[src/rtl/xover_mut_pkg.sv]
package xover_mut_pkg;
  parameter int unsigned GENE_W = 16;
  parameter int unsigned RATE_W = 4;
  localparam int unsigned IDX_W = $clog2(GENE_W);

  typedef struct packed {
    logic load;
    logic doXover;
    logic doMut;
  } ctrl_t;
endpackage

[src/rtl/xover_mut_ctrl.sv]
module xover_mut_ctrl
  import xover_mut_pkg::*;
#(
  parameter int unsigned RW = RATE_W
) (
  input  logic          clk,
  input  logic          rstN,
  input  logic          inValid,
  input  logic [RW-1:0] xoverRand,
  input  logic [RW-1:0] mutRand,
  input  logic [RW-1:0] xoverThresh,
  input  logic [RW-1:0] mutThresh,
  output ctrl_t         ctrl,
  output logic          outValid
);
  always_comb begin
    ctrl.load    = inValid;
    ctrl.doXover = xoverRand < xoverThresh;
    ctrl.doMut   = mutRand < mutThresh;
  end

  always_ff @(posedge clk or negedge rstN) begin
    if (!rstN) outValid <= 1'b0;
    else       outValid <= inValid;
  end


  zero_thresh_chk: assert property (@(posedge clk) disable iff (!rstN)
    (xoverThresh == '0) |-> !ctrl.doXover);

  max_thresh_chk: assert property (@(posedge clk) disable iff (!rstN)
    (mutThresh == '1 && mutRand != '1) |-> ctrl.doMut);

  valid_lat_chk: assert property (@(posedge clk) disable iff (!rstN)
    inValid |=> outValid);
endmodule

[src/rtl/xover_mut_dp.sv]
module xover_mut_dp
  import xover_mut_pkg::*;
#(
  parameter int unsigned GW = GENE_W,
  localparam int unsigned IW = $clog2(GW)
) (
  input  logic          clk,
  input  logic          rstN,
  input  ctrl_t         ctrl,
  input  logic [GW-1:0] parentA,
  input  logic [GW-1:0] parentB,
  input  logic [IW-1:0] cutPoint,
  input  logic [IW-1:0] mutPoint,
  output logic [GW-1:0] child
);
  logic [GW-1:0] cutMask, flipMask, mixed, mutated;

  for (genvar b = 0; b < GW; b++) begin : g_mask
    assign cutMask[b]  = (IW'(b) < cutPoint);
    assign flipMask[b] = (IW'(b) == mutPoint);
  end

  always_comb begin
    mixed   = ctrl.doXover ? ((parentA & cutMask) | (parentB & ~cutMask)) : parentA;
    mutated = ctrl.doMut ? (mixed ^ flipMask) : mixed;
  end

  always_ff @(posedge clk or negedge rstN) begin
    if (!rstN)          child <= '0;
    else if (ctrl.load) child <= mutated;
  end


  one_flip_chk: assert property (@(posedge clk) disable iff (!rstN)
    $countones(mutated ^ mixed) == (ctrl.doMut ? 1 : 0));

  pass_thru_chk: assert property (@(posedge clk) disable iff (!rstN)
    !ctrl.doXover |-> (mixed == parentA));

  hold_chk: assert property (@(posedge clk) disable iff (!rstN)
    !ctrl.load |=> $stable(child));
endmodule

[src/rtl/xover_mut_unit.sv]
module xover_mut_unit
  import xover_mut_pkg::*;
(
  input  logic              clk,
  input  logic              rstN,
  input  logic              inValid,
  input  logic [GENE_W-1:0] parentA,
  input  logic [GENE_W-1:0] parentB,
  input  logic [IDX_W-1:0]  cutPoint,
  input  logic [IDX_W-1:0]  mutPoint,
  input  logic [RATE_W-1:0] xoverRand,
  input  logic [RATE_W-1:0] mutRand,
  input  logic [RATE_W-1:0] xoverThresh,
  input  logic [RATE_W-1:0] mutThresh,
  output logic              outValid,
  output logic [GENE_W-1:0] child
);
  ctrl_t ctrl;

  xover_mut_ctrl #(.RW(RATE_W)) u_ctrl (
    .clk(clk), .rstN(rstN), .inValid(inValid),
    .xoverRand(xoverRand), .mutRand(mutRand),
    .xoverThresh(xoverThresh), .mutThresh(mutThresh),
    .ctrl(ctrl), .outValid(outValid)
  );

  xover_mut_dp #(.GW(GENE_W)) u_dp (
    .clk(clk), .rstN(rstN), .ctrl(ctrl),
    .parentA(parentA), .parentB(parentB),
    .cutPoint(cutPoint), .mutPoint(mutPoint),
    .child(child)
  );


  reset_state_chk: assert property (@(posedge clk) $fell(rstN) |=> (!outValid && child == '0));
endmodule

[config.mk]
export PLATFORM = sky130hd
export DESIGN_NAME = xover_mut_unit
export DESIGN_NICKNAME = d
export VERILOG_FILES = /design/src/rtl/xover_mut_pkg.sv /design/src/rtl/xover_mut_ctrl.sv /design/src/rtl/xover_mut_dp.sv /design/src/rtl/xover_mut_unit.sv
export SDC_FILE = /design/constraint.sdc
export NUM_CORES = 1
export LEC_CHECK = 0
export BUFFER_PORTS_ARGS = -buffer_cell sky130_fd_sc_hd__buf_4
export CORE_MARGIN = 10
export CORE_UTILIZATION = 50
export CTS_CLUSTER_DIAMETER = 30
export DETAILED_ROUTE_END_ITERATION = 7
export PLACE_DENSITY = 0.92
export SETUP_SLACK_MARGIN = 0.3
export SYNTH_ARGS = -nofsm -noshare
export SYNTH_HDL_FRONTEND = slang
export SYNTH_SLANG_ARGS = --single-unit
[constraint.sdc]
create_clock -name clk -period 1.5 [get_ports clk]
set_clock_uncertainty 0.1 [all_clocks]
set_input_delay 0.075 -clock clk [delete_from_list [all_inputs] [get_ports clk]]
set_output_delay 0.075 -clock clk [all_outputs]
set_load 0.03 [all_outputs]
==> reports/qor.yml, run 1 <==
clock_network:
  cts_tree: "done"
  clk_pin_slew_worst_paths_ns: 0.10
  cts_root_buf: "clkbuf_4"
  clock_path_buffers: 2
  cts_made_buffers: 3
  insertion_delay_ns: 0.32
  htreeDepth: 1
  cts_num_sinks: 17
timing:
  final_max_slew_viol_count: 0
  maxSlewHeadroom_pct: 73.57
  rsz0062_at_grt: "yes"
  timing.final.crit_share_pct: 112.2
  tightest_slew_ns: 0.3965
  max_freq_mhz: 594.4
  setup_ws_ns: -0.1825
  setup_viol: 10
  hold_violations: 0
  fin_crit_ns: 1.682
floorplan:
  ios: 76
  rows: 20
  die_h_microns: 75.48
  fp.coreArea_sq_um: 3003
  fp.dieArea_sq_um: 5697
  start_util_pct: 51.25
  die_w_microns: 75.48
yosys:
  synthArstFlopShare_pct: 100.0
  syn_inst: 176
  synth_flop_cell: "dfrtp_1"
  syn-num-nets: 241
  synth_seq_cells: 17
  ys_top_cells_by_area: "dfrtp_1 (28%), mux2_2 (5.9%), ha_1 (4.9%)"
  syn_area_sq_um: 1539
  yosysWarnings: 0
  yosysUniqueCellTypes: 41
  synth_top_area_cell: "dfrtp_1"
  yosysTopAreaCellShare_pct: 27.64
  synth-seq-area-share_pct: 27.64
  avgSynthCellArea_sq_um: 8.744
  synth_edf_count: 0
setup_path:
  crit_fanout: 6
  crit_chain: "buf_12 > inv_16 > ha_4 > o211ai_4 > o211ai_2 > buf_4 > o31a_1 > o221ai_2 > o311ai_4"
  max_stage_delay_ns: 0.32
  crit_buf_inv: 3
  crit_required_ns: 1.59
  worst_ep_arrival_time_ns: 1.77
  crit_family: "compound AO/OA/AOI/OAI gates"
  reg2reg_to: "u_dp.child[15]"
  crit_type: "input pin to flop"
  reg2reg_depth: 1
  rrSetupSlack_ns: 0.53
  reg2reg_from: "u_dp.child[15]"
  cp-end-kind: "flop"
  start_kind: "input pin"
  cpMaxStageDelayCell: "o31a_1"
layout:
  diodes: 0
  finish.instance_area_sq_um: 2823
  drive_above_1_share_pct: 59.93
  utilization_pct: 94.00
  fillers: 91
  final_net_count: 348
  mostFrequentLayoutCell: "buf_4"
  most-common-layout-cells: "buf_4 (100), dfrtp_1 (17), nand2_1 (12)"
  area_growth_pct: 83.41
drt:
  routedWlPerCell_microns: 26.80
  vias: 2260
  drt-pass1-iter-count: 5
  drt_iter0_markers: 332
  drc: 0
  wirelength_microns: 8442
  ant_nets: 0
  vias_per_cell: 7.175
grt:
  antenna_found_initial: 0
  grtUsageTotal_pct: 24.21
  grt_pass1_wl_microns: 10680
  grt-ovfl-total: 0
  grt_max_degree: 18
  grt_pass1_vias: 2135
hold_path:
  holdPathStages: 3
  hold_end: "u_dp.child[2]"
  hp-class: "input pin to flop"
  min_from: "parentA[2]"
run:
  drv_cap: 0
outcome:
  status: "complete, but fails checks"
  violations: "negative setup slack"
power_and_ir_drop:
  power_density_nw_per_um2: 686.2
  p_leak_uw: 0.001217
  power_uw: 1937
  vdd_drop_max_mv: 0.5650
placement:
  io_buffer_count: 75
  hpwl_microns: 4761
  dpl-instance-area_sq_um: 2562
  post-place-ws_ns: -0.4256
  place_congestion: 0.8755
## kinds of logic (layout without fill, tap and decap cells)
group | after synthesis | after routing | synth area share (%)
AOI/OAI and AO/OA | 58 | 58 | 27.89
xor gates and xnor gates | 7 | 7 | 3.984
adders and majority gates | 6 | 6 | 4.878
buffers and inverters | 18 | 124 | 4.390
DFF | 17 | 17 | 27.64
muxes | 15 | 15 | 10.41
and+or+nand+nor | 55 | 55 | 20.81
## what timing repair did
| action | CTS | global route |
|---|---|---|
| hold buffers | 1 | 0 |
| endpoints found under the hold margin | 17 | 0 |
| pin swaps | 22 | 8 |
| buffers inserted | 1 | 1 |
| setup endpoints to repair | 16 | 16 |
| resized for setup | 22 | 18 |
## tightest hold or removal path, delay by kind of cell
family,cells,cell delay (ns)
compound gates,2,0.25
buf+inv,1,0.08
## state kept, by name (all words and copies together), names as in the netlist
signal / flops
u_ctrl.outValid: 1
u_dp.child: 16
## worst max path at each step
stage / start / endpoint / depth (start not counted)
2_1_floorplan: mutRand[3] / u_dp.child[0] / 5
3_3_place_gp: xoverThresh[1] / u_dp.child[9] / 9
3_5_place_dp: xoverThresh[1] / u_dp.child[7] / 9
4_1_cts: mutThresh[3] / u_dp.child[0] / 7
5_1_grt: xoverThresh[1] / u_dp.child[0] / 9
6_report: xoverThresh[1] / u_dp.child[0] / 9
## layout make-up
class	instances	area, sq um	area share (%)
timing repair buffer	111	890.9	31.56
clock buffer	3	22.52	0.7979
tap	33	41.29	1.463
sequential	17	425.4	15.07
multi-input combinational	141	1383	48.98
clock inverter	1	5.005	0.1773
inverter	9	55.05	1.950
## metrics by stage
stage                     hold WS, ns  std cells  TNS [ns]
after floorplan               -0.3206        176   -0.3815
after global placement        -0.1400        308    -4.100
after detailed placement      -0.1432        308    -4.782
after CTS                     0.01405        314         0
after global routing          0.03201        315    -1.076
final                         0.02173        315   -0.6574
## power by group
group	leakage [uW]	switching (uW)	total, uW	internal (uW)
registers	0.000204	51.2	576	525
clock network	0.0000177	176	276	100
logic	0.000995	583	1090	503
total	0.00122	809	1940	1130
## layer usage
layer,up-vias,track usage [%],share of wire (%)
met4,0,10.72,6.8
met2,240,42.87,47
li1,893,-,-
met3,69,6.901,12
met5,-,0,0
met1,1058,26.13,34
## synth_stat cells (2+ instances only)
library cell	n
a21boi_0	4
a21oi_1	2
a21oi_2	2
a31oi_1	2
and3_1	4
and4_1	2
clkbuf_1	9
dfrtp_1	17
ha_1	6
inv_1	9
mux2_2	8
mux2i_1	7
nand2_1	12
nand2b_1	5
nand3_1	2
nor2_1	2
nor3_1	9
nor4_1	4
o211ai_1	10
o211ai_2	2
o21a_1	3
o21ai_0	13
o21ai_1	2
o221ai_1	4
o311ai_1	8
or2_0	2
or2_1	3
or3_1	4
xor2_1	7
Note: power is estimated with default switching activity, not from simulation.
==> run 2: changes to the inputs <==
==> constraint.sdc (replaced) <==
create_clock -name clk -period 1.5 [get_ports clk]
set_clock_uncertainty 0.1 [all_clocks]
set_input_delay 0.225 -clock clk [delete_from_list [all_inputs] [get_ports clk]]
set_output_delay 0.225 -clock clk [all_outputs]
set_load 0.03 [all_outputs]
==> run 2 against run 1 <==
  * The flow now stops in 5_1_grt
  * Synthesized area did not move
  * Synthesized cell count did not move
==> reports/qor.yml, run 2 <==
outcome:
  status: "stopped before the end"
  haltStage: "5_1_grt"
  error: "[ERROR DPL-0038] Utilization greater than 100%, impossible to legalize"
floorplan:
  rows: 20  # unchanged
  die_w_microns: 75.48  # unchanged
  start_util_pct: 51.25  # unchanged
  ios: 76  # unchanged
  die_h_microns: 75.48  # unchanged
timing:
  worst-ep-kind: "register data pin"
  postGrtWorstEndpoint: "u_dp.child[1]$_DFFE_PN0P_/D"
yosys:
  synth_simple_gate_area_share_pct: 20.81  # unchanged
  synth_xor_area_share_pct: 3.984  # unchanged
  yosysWarnings: 0  # unchanged
  yosys-top-cells-count: "dfrtp_1 (17), o21ai_0 (13), nand2_1 (12), o211ai_1 (10)"
  synth_top_family_by_area: "compound AO/OA/AOI/OAI gates"
  synth_flop_cell: "dfrtp_1"
  syn_inst: 176  # unchanged
  synth_edf_count: 0  # unchanged
  synth_compound_area_share_pct: 27.89  # unchanged
  synthAdderAreaFrac_pct: 4.878  # unchanged
  syn-num-nets: 241  # unchanged
  yosysUniqueCellTypes: 41  # unchanged
  synth_seq_cells: 17  # unchanged
  synth_top_area_cell: "dfrtp_1"
  yosysTopAreaCellShare_pct: 27.64  # unchanged
  synthArstFlopShare_pct: 100.0  # unchanged
  avgSynthCellArea_sq_um: 8.744  # unchanged
  syn_area_sq_um: 1539  # unchanged
  synth-seq-area-share_pct: 27.64  # unchanged
  ys_top_cells_by_area: "dfrtp_1 (28%), mux2_2 (5.9%), ha_1 (4.9%)"
  yosysMostFrequentCell: "dfrtp_1"
  muxShareOfSynthArea_pct: 10.41  # unchanged
clock_network:
  htreeDepth: 1  # unchanged
  cts_made_buffers: 3  # unchanged
  cts_root_buf: "clkbuf_4"
  cts_num_sinks: 17  # unchanged
  clock_path_buffers: 2  # unchanged
placement:
  post-place-cells: 314  # +1.9%
  io_buffer_count: 75  # unchanged
  dpl-instance-area_sq_um: 2608  # +1.8%
  hpwl_microns: 5171  # +8.6%
  place_congestion: 0.8631  # -1.4%
grt:
  grt_max_degree: 18
==> run 2: cell counts after synthesis <==
No cell type changed its count.
==> run 2: what timing repair did <==
item	4_1_cts
gates resized for setup	39
setup buffers	4
pin swaps	22
endpoints found under the hold margin	17
endpoints found under the setup margin	17
hold buffers	1
gates cloned	0
==> run 2: cells by family after synthesis <==
group,count (synthesis)
AND/OR/NAND/NOR,55
buffers and inverters,18
XOR/XNOR,7
flip-flops,17
adder cells (fa/ha/maj),6
AO/OA/AOI/OAI,58
multiplexers,15
==> run 2: metrics by stage <==
step / hold slack (ns) / setup slack (ns)
after floorplan: -0.1706 / -0.3407
after CTS: 0.1804 / -0.1712
after global placement: 0.01034 / -0.4710
after detailed placement: 0.005057 / -0.5626
==> run 3: changes to the inputs <==
CORE_UTILIZATION = 36   (was 50)
CTS_CLUSTER_DIAMETER = unset   (was 30)
PLACE_DENSITY = unset   (was 0.92)
PLACE_DENSITY_LB_ADDON = 0.15   (was unset)
SETUP_SLACK_MARGIN = unset   (was 0.3)
==> run 3 against run 2 <==
  * The flow now finishes, with violations (negative setup slack)
==> reports/qor.yml, run 3 (synthesized netlist as in run 1, its figures left out) <==
hold_path:
  hold_end: "u_dp.child[2]"
  holdPathStages: 3
  hp-class: "input pin to flop"
  min_from: "parentA[2]"
setup_path:
  crit_buf_inv: 2
  reg2reg_from: "u_dp.child[15]"
  crit_chain: "buf_6 > inv_4 > ha_4 > a21o_1 > or4_4 > or3_4 > o311ai_2"
  reg2reg_depth: 1
  max_stage_delay_ns: 0.43
  rrSetupSlack_ns: 0.56
  crit_type: "input pin to flop"
  start_kind: "input pin"
  crit_family: "simple AND/OR/NAND/NOR gates"
  crit_required_ns: 1.57
  reg2reg_to: "u_dp.child[15]"
  cp-end-kind: "flop"
  worst_ep_arrival_time_ns: 1.80
  cpMaxStageDelayCell: "or4_4"
  crit_fanout: 3
floorplan:
  fp.coreArea_sq_um: 4058
  die_w_microns: 85.38  # +13%
  die_h_microns: 85.38  # +13%
  start_util_pct: 37.93  # -13 points
  ios: 76  # unchanged
  rows: 23  # +15%
  fp.dieArea_sq_um: 7290
power_and_ir_drop:
  p_leak_uw: 0.001264
  power_uw: 1991
  power_density_nw_per_um2: 672.7
  vdd_drop_max_mv: 0.5261
grt:
  antenna_found_initial: 0
  grt-ovfl-total: 0
  grt_max_degree: 18
  grtUsageTotal_pct: 15.29
  grt_pass1_wl_microns: 9252
  grt_pass1_vias: 1920
drt:
  drt_iter0_markers: 54
  routedWlPerCell_microns: 17.79
  vias_per_cell: 5.450
  drc: 0
  vias: 1842
  drt-pass1-iter-count: 4
  wirelength_microns: 6014
  ant_nets: 0
timing:
  setup_viol: 15
  rsz0062_at_grt: "yes"
  maxSlewHeadroom_pct: 68.81
  tightest_slew_ns: 0.4659
  hold_violations: 0
  fin_crit_ns: 1.732
  tns_ns: -1.514
  final_max_slew_viol_count: 0
  setup_ws_ns: -0.2320
  max_freq_mhz: 577.4
  timing.final.crit_share_pct: 115.5
layout:
  largest_reg_flops: 16
  area_growth_pct: 92.28
  most-common-layout-cells: "buf_4 (105), dfrtp_1 (17), nand2_1 (11)"
  top_register: "u_dp.child"
  finish.instance_area_sq_um: 2959
  diodes: 0
  mostFrequentLayoutCell: "buf_4"
  fillers: 319
  largest_registers: "u_dp.child (16), u_ctrl.outValid (1)"
  drive_above_1_share_pct: 63.89
  final_net_count: 354
placement:
  place_congestion: 0.7959  # -7.8%
  io_buffer_count: 75  # unchanged
  dpl-instance-area_sq_um: 2571  # -1.4%
  hpwl_microns: 4486  # -13%
clock_network:
  cts_made_buffers: 3  # unchanged
  insertion_delay_ns: 0.27
  cts_root_buf: "clkbuf_8"
  clock_path_buffers: 2  # unchanged
  htreeDepth: 1  # unchanged
  cts_tree: "done"
  clk_pin_slew_worst_paths_ns: 0.09
  cts_num_sinks: 17  # unchanged
outcome:
  status: "complete, but fails checks"
  violations: "negative setup slack"
run:
  drv_cap: 0
## run 3: power by group
group	internal, uW	leakage, uW	switching (uW)	total, uW
Combinational	519	0.00103	520	1040
Clock	186	0.0000255	202	388
Sequential	525	0.000204	38.5	563
Total	1230	0.00126	761	1990
## run 3: per-layer routing
| metal | share of wire (%) | vias to the layer above | global-route usage, % |
|---|---|---|---|
| met1 | 42 | 861 | 18.62 |
| met5 | 0 | - | 0 |
| li1 | - | 906 | - |
| met4 | 1.6 | 0 | 3.593 |
| met2 | 51 | 66 | 26.23 |
| met3 | 5.6 | 9 | 3.728 |
## run 3: cell type report
type | instances | area, sq um | area share (%)
multi-input combinational | 141 | 1435 | 48.50
timing repair buffer | 117 | 934.6 | 31.59
sequential | 17 | 425.4 | 14.38
tap | 50 | 62.56 | 2.114
inverter | 9 | 55.05 | 1.860
clock buffer | 3 | 41.29 | 1.395
clock inverter | 1 | 5.005 | 0.1691
## run 3: repair_timing
item                                    CTS  global route
pin swaps                                25            19
hold buffers                              1             0
buffers inserted                          3             5
resized for setup                        35            19
hold endpoints to repair                 17             0
cloned                                    1             0
endpoints found under the setup margin   16            16
## run 3: worst max-delay path by stage
stage / from / to / slack (ns) / cells past startpoint
3_3_place_gp: mutRand[3] / u_dp.child[0] / -0.48 / 6
4_1_cts: xoverThresh[3] / u_dp.child[3] / -0.15 / 8
2_1_floorplan: mutRand[3] / u_dp.child[0] / -0.34 / 5
5_1_grt: mutThresh[3] / u_dp.child[0] / -0.26 / 7
3_5_place_dp: xoverThresh[1] / u_dp.child[1] / -0.51 / 9
6_report: mutThresh[3] / u_dp.child[0] / -0.23 / 7
## run 3: per-stage QoR
step / hold WS [ns] / utilization [%] / setup slack, ns / std cells
CTS: 0.1917 / 69.35 / -0.1476 / 334
floorplan: -0.1706 / - / -0.3407 / 176
finish: 0.1974 / 72.93 / -0.2320 / 338
detailed placement: 0.01886 / 63.37 / -0.5136 / 325
global route: 0.2221 / 72.93 / -0.2554 / 338
global placement: 0.01408 / 63.37 / -0.4808 / 325
==> run 4: changes to the inputs <==
GPL_TIMING_DRIVEN = 0   (was unset)
==> run 4 against run 3 <==
  * The run still ends with negative setup slack left
  * Sequential cell count is the same
  * Die area unchanged
  * Via count fell by 1.6%
  * Combinational power fell by 5%
  * Register-to-register slack hardly changed
  * Global-route usage rose by 0.064 points
  * Cell area is 5.8% lower
  * First-iteration DRC count is 9.3% higher
  * Count of clock-buffer cells in the layout is 1 higher
  * Worst hold slack gained 0.013 ns
  * Final cell count shrank 4.1%
==> reports/qor.yml, run 4 (synthesized netlist as in run 1, its figures left out) <==
outcome:
  status: "complete, but fails checks"
  violations: "negative setup slack"
clock_network:
  cts_root_buf: "clkbuf_8"
  insertion_delay_ns: 0.26  # about the same
  cts_num_sinks: 17  # unchanged
  clock_path_buffers: 2  # unchanged
  cts_made_buffers: 3  # unchanged
  cts_tree: "done"
  htreeDepth: 1  # unchanged
  clk_pin_slew_worst_paths_ns: 0.07  # -0.02 ns
grt:
  grt_pass1_vias: 1966  # +2.4%
  grt_pass1_wl_microns: 9397  # +1.6%
  grt-ovfl-total: 0  # unchanged
  grtUsageTotal_pct: 15.36  # +0.064 points
  antenna_found_initial: 0  # unchanged
  grt_max_degree: 18  # unchanged
timing:
  tightest_slew_ns: 0.6900  # +0.2242 ns
  setup_ws_ns: -0.1889  # +0.04309 ns
  hold_violations: 0  # unchanged
  rsz0062_at_grt: "yes"
  final_max_slew_viol_count: 0  # unchanged
  tns_ns: -1.876  # -0.3619 ns
  setup_viol: 16  # +1
  max_freq_mhz: 592.1  # +2.6%
  maxSlewHeadroom_pct: 54.00  # -15 points
  hold_slack_ns: 0.2106  # +0.01320 ns
  fin_crit_ns: 1.689  # -0.04309 ns
  timing.final.crit_share_pct: 112.6  # -2.9 points
layout:
  largest_reg_flops: 16  # unchanged
  diodes: 0  # unchanged
  most-common-layout-cells: "buf_4 (79), dfrtp_1 (17), buf_6 (13)"
  mostFrequentLayoutCell: "buf_4"
  final_net_count: 340  # -4.0%
  final_cells: 324  # -4.1%
  top_register: "u_dp.child"
  drive_above_1_share_pct: 56.57  # -7.3 points
  largest_registers: "u_dp.child (16), u_ctrl.outValid (1)"
  area_growth_pct: 81.14
power_and_ir_drop:
  swShare_pct: 37.51  # -0.72 points
  intPower_uw: 1200  # -2.4%
  p_leak_uw: 0.001162  # -8.1%
  p_sw_uw: 720.4  # -5.3%
  power_density_nw_per_um2: 689.0  # +2.4%
  vdd_drop_max_mv: 0.3824  # -27%
  seq_power_share_pct: 29.4  # +1.1 points
  combPwrFrac_pct: 51.7  # -0.5 points
  p_clk_share_pct: 18.9  # -0.6 points
placement:
  io_buffer_count: 74  # -1.3%
  post-place-cells: 300  # -7.7%
  hpwl_microns: 4289  # -4.4%
  place_congestion: 0.7678  # -3.5%
drt:
  wirelength_microns: 5825  # -3.1%
  vias: 1813  # -1.6%
  routedWlPerCell_microns: 17.98  # +1.0%
  drt_iter0_markers: 59  # +9.3%
  ant_nets: 0  # unchanged
  vias_per_cell: 5.596  # +2.7%
  drt-pass1-iter-count: 4  # unchanged
  drc: 0  # unchanged
setup_path:
  cp-end-kind: "flop"
  start_kind: "input pin"
  crit_type: "input pin to flop"
  crit_required_ns: 1.57  # about the same
  crit_fanout: 4  # +1
  worst_ep_arrival_time_ns: 1.75  # -0.05 ns
floorplan:
  start_util_pct: 37.93  # unchanged
  rows: 23  # unchanged
  fp.coreArea_sq_um: 4058  # unchanged
  die_w_microns: 85.38  # unchanged
  fp.dieArea_sq_um: 7290  # unchanged
  die_h_microns: 85.38  # unchanged
  ios: 76  # unchanged
hold_path:
  hp-class: "input pin to flop"
run:
  drv_cap: 0  # unchanged
==> run 4: cell count changes in the layout (fill, tap and decap cells not counted), moves of 3 or more <==
cell	change
clkbuf_1	+4
o311ai_2	-3
o311ai_1	+3
buf_4	-26
buf_6	+4
==> run 4: worst paths after layout <==
kind,from,to,slack [ns],cells after the start
worst max-delay path,mutRand[3],u_dp.child[0],-0.19,6
worst min-delay path,parentA[2],u_dp.child[2],0.21,3
worst max register to register,u_dp.child[15],u_dp.child[15],0.57,1
worst min register to register,u_dp.child[13],u_dp.child[13],0.39,2
max in group asynchronous,rstN,u_dp.child[15],0.83,2
min in group asynchronous,rstN,u_dp.child[2],0.27,2
==> run 4: repair_timing <==
item                       CTS  global route
resized for setup           24            28
buffers inserted            12             5
pin swaps                   21            20
hold buffers                 2             0
hold endpoints to repair    18             0
setup endpoints to repair   16            16
cloned                       2             0
==> run 4: metal layers <==
layer | up-vias | track usage (%) | routed length, microns
met5 | - | 0 | 0
met4 | 0 | 4.042 | 85
met2 | 60 | 26.84 | 2954
li1 | 875 | - | -
met1 | 870 | 17.65 | 2403
met3 | 8 | 4.589 | 381
==> run 4: critical path, cell delays in order <==
cell and delay (ns):
buf_6 0.10, ha_4 0.24, a21o_4 0.23, or4_4 0.42
or3_4 0.34, o311ai_2 0.20
==> run 4: through the flow <==
step | worst slack, ns | instance area (sq um) | utilization [%] | power [uW]
global route | -0.2551 | 2788 | 68.70 | 2032
CTS | -0.1788 | 2653 | 65.37 | 1864
finish | -0.1889 | 2788 | 68.70 | 1921
detailed placement | -0.6778 | 2364 | 58.25 | 1412
global placement | -0.6246 | 2364 | 58.25 | 1396
floorplan | -0.3407 | 1745 | - | 1078
==> run 4: power by group through the flow <==
stage | combinational [uW] | sequential, uW | clock, uW
after floorplan | 376 | 702 | 0
after global placement | 826 | 570 | 0
after detailed placement | 840 | 572 | 0
after CTS | 934 | 566 | 365
after global routing | 1060 | 576 | 391
final | 992 | 565 | 364
==> run 4: cell type report <==
cell class,instances,area [sq um]
Tap cell,50,62.56
Sequential cell,17,425.4
Clock buffer,4,45.04
Inverter,9,57.56
Fill cell,327,1270
Buffer,8,51.30
Timing Repair Buffer,94,772.0
Multi-Input combinational cell,142,1374
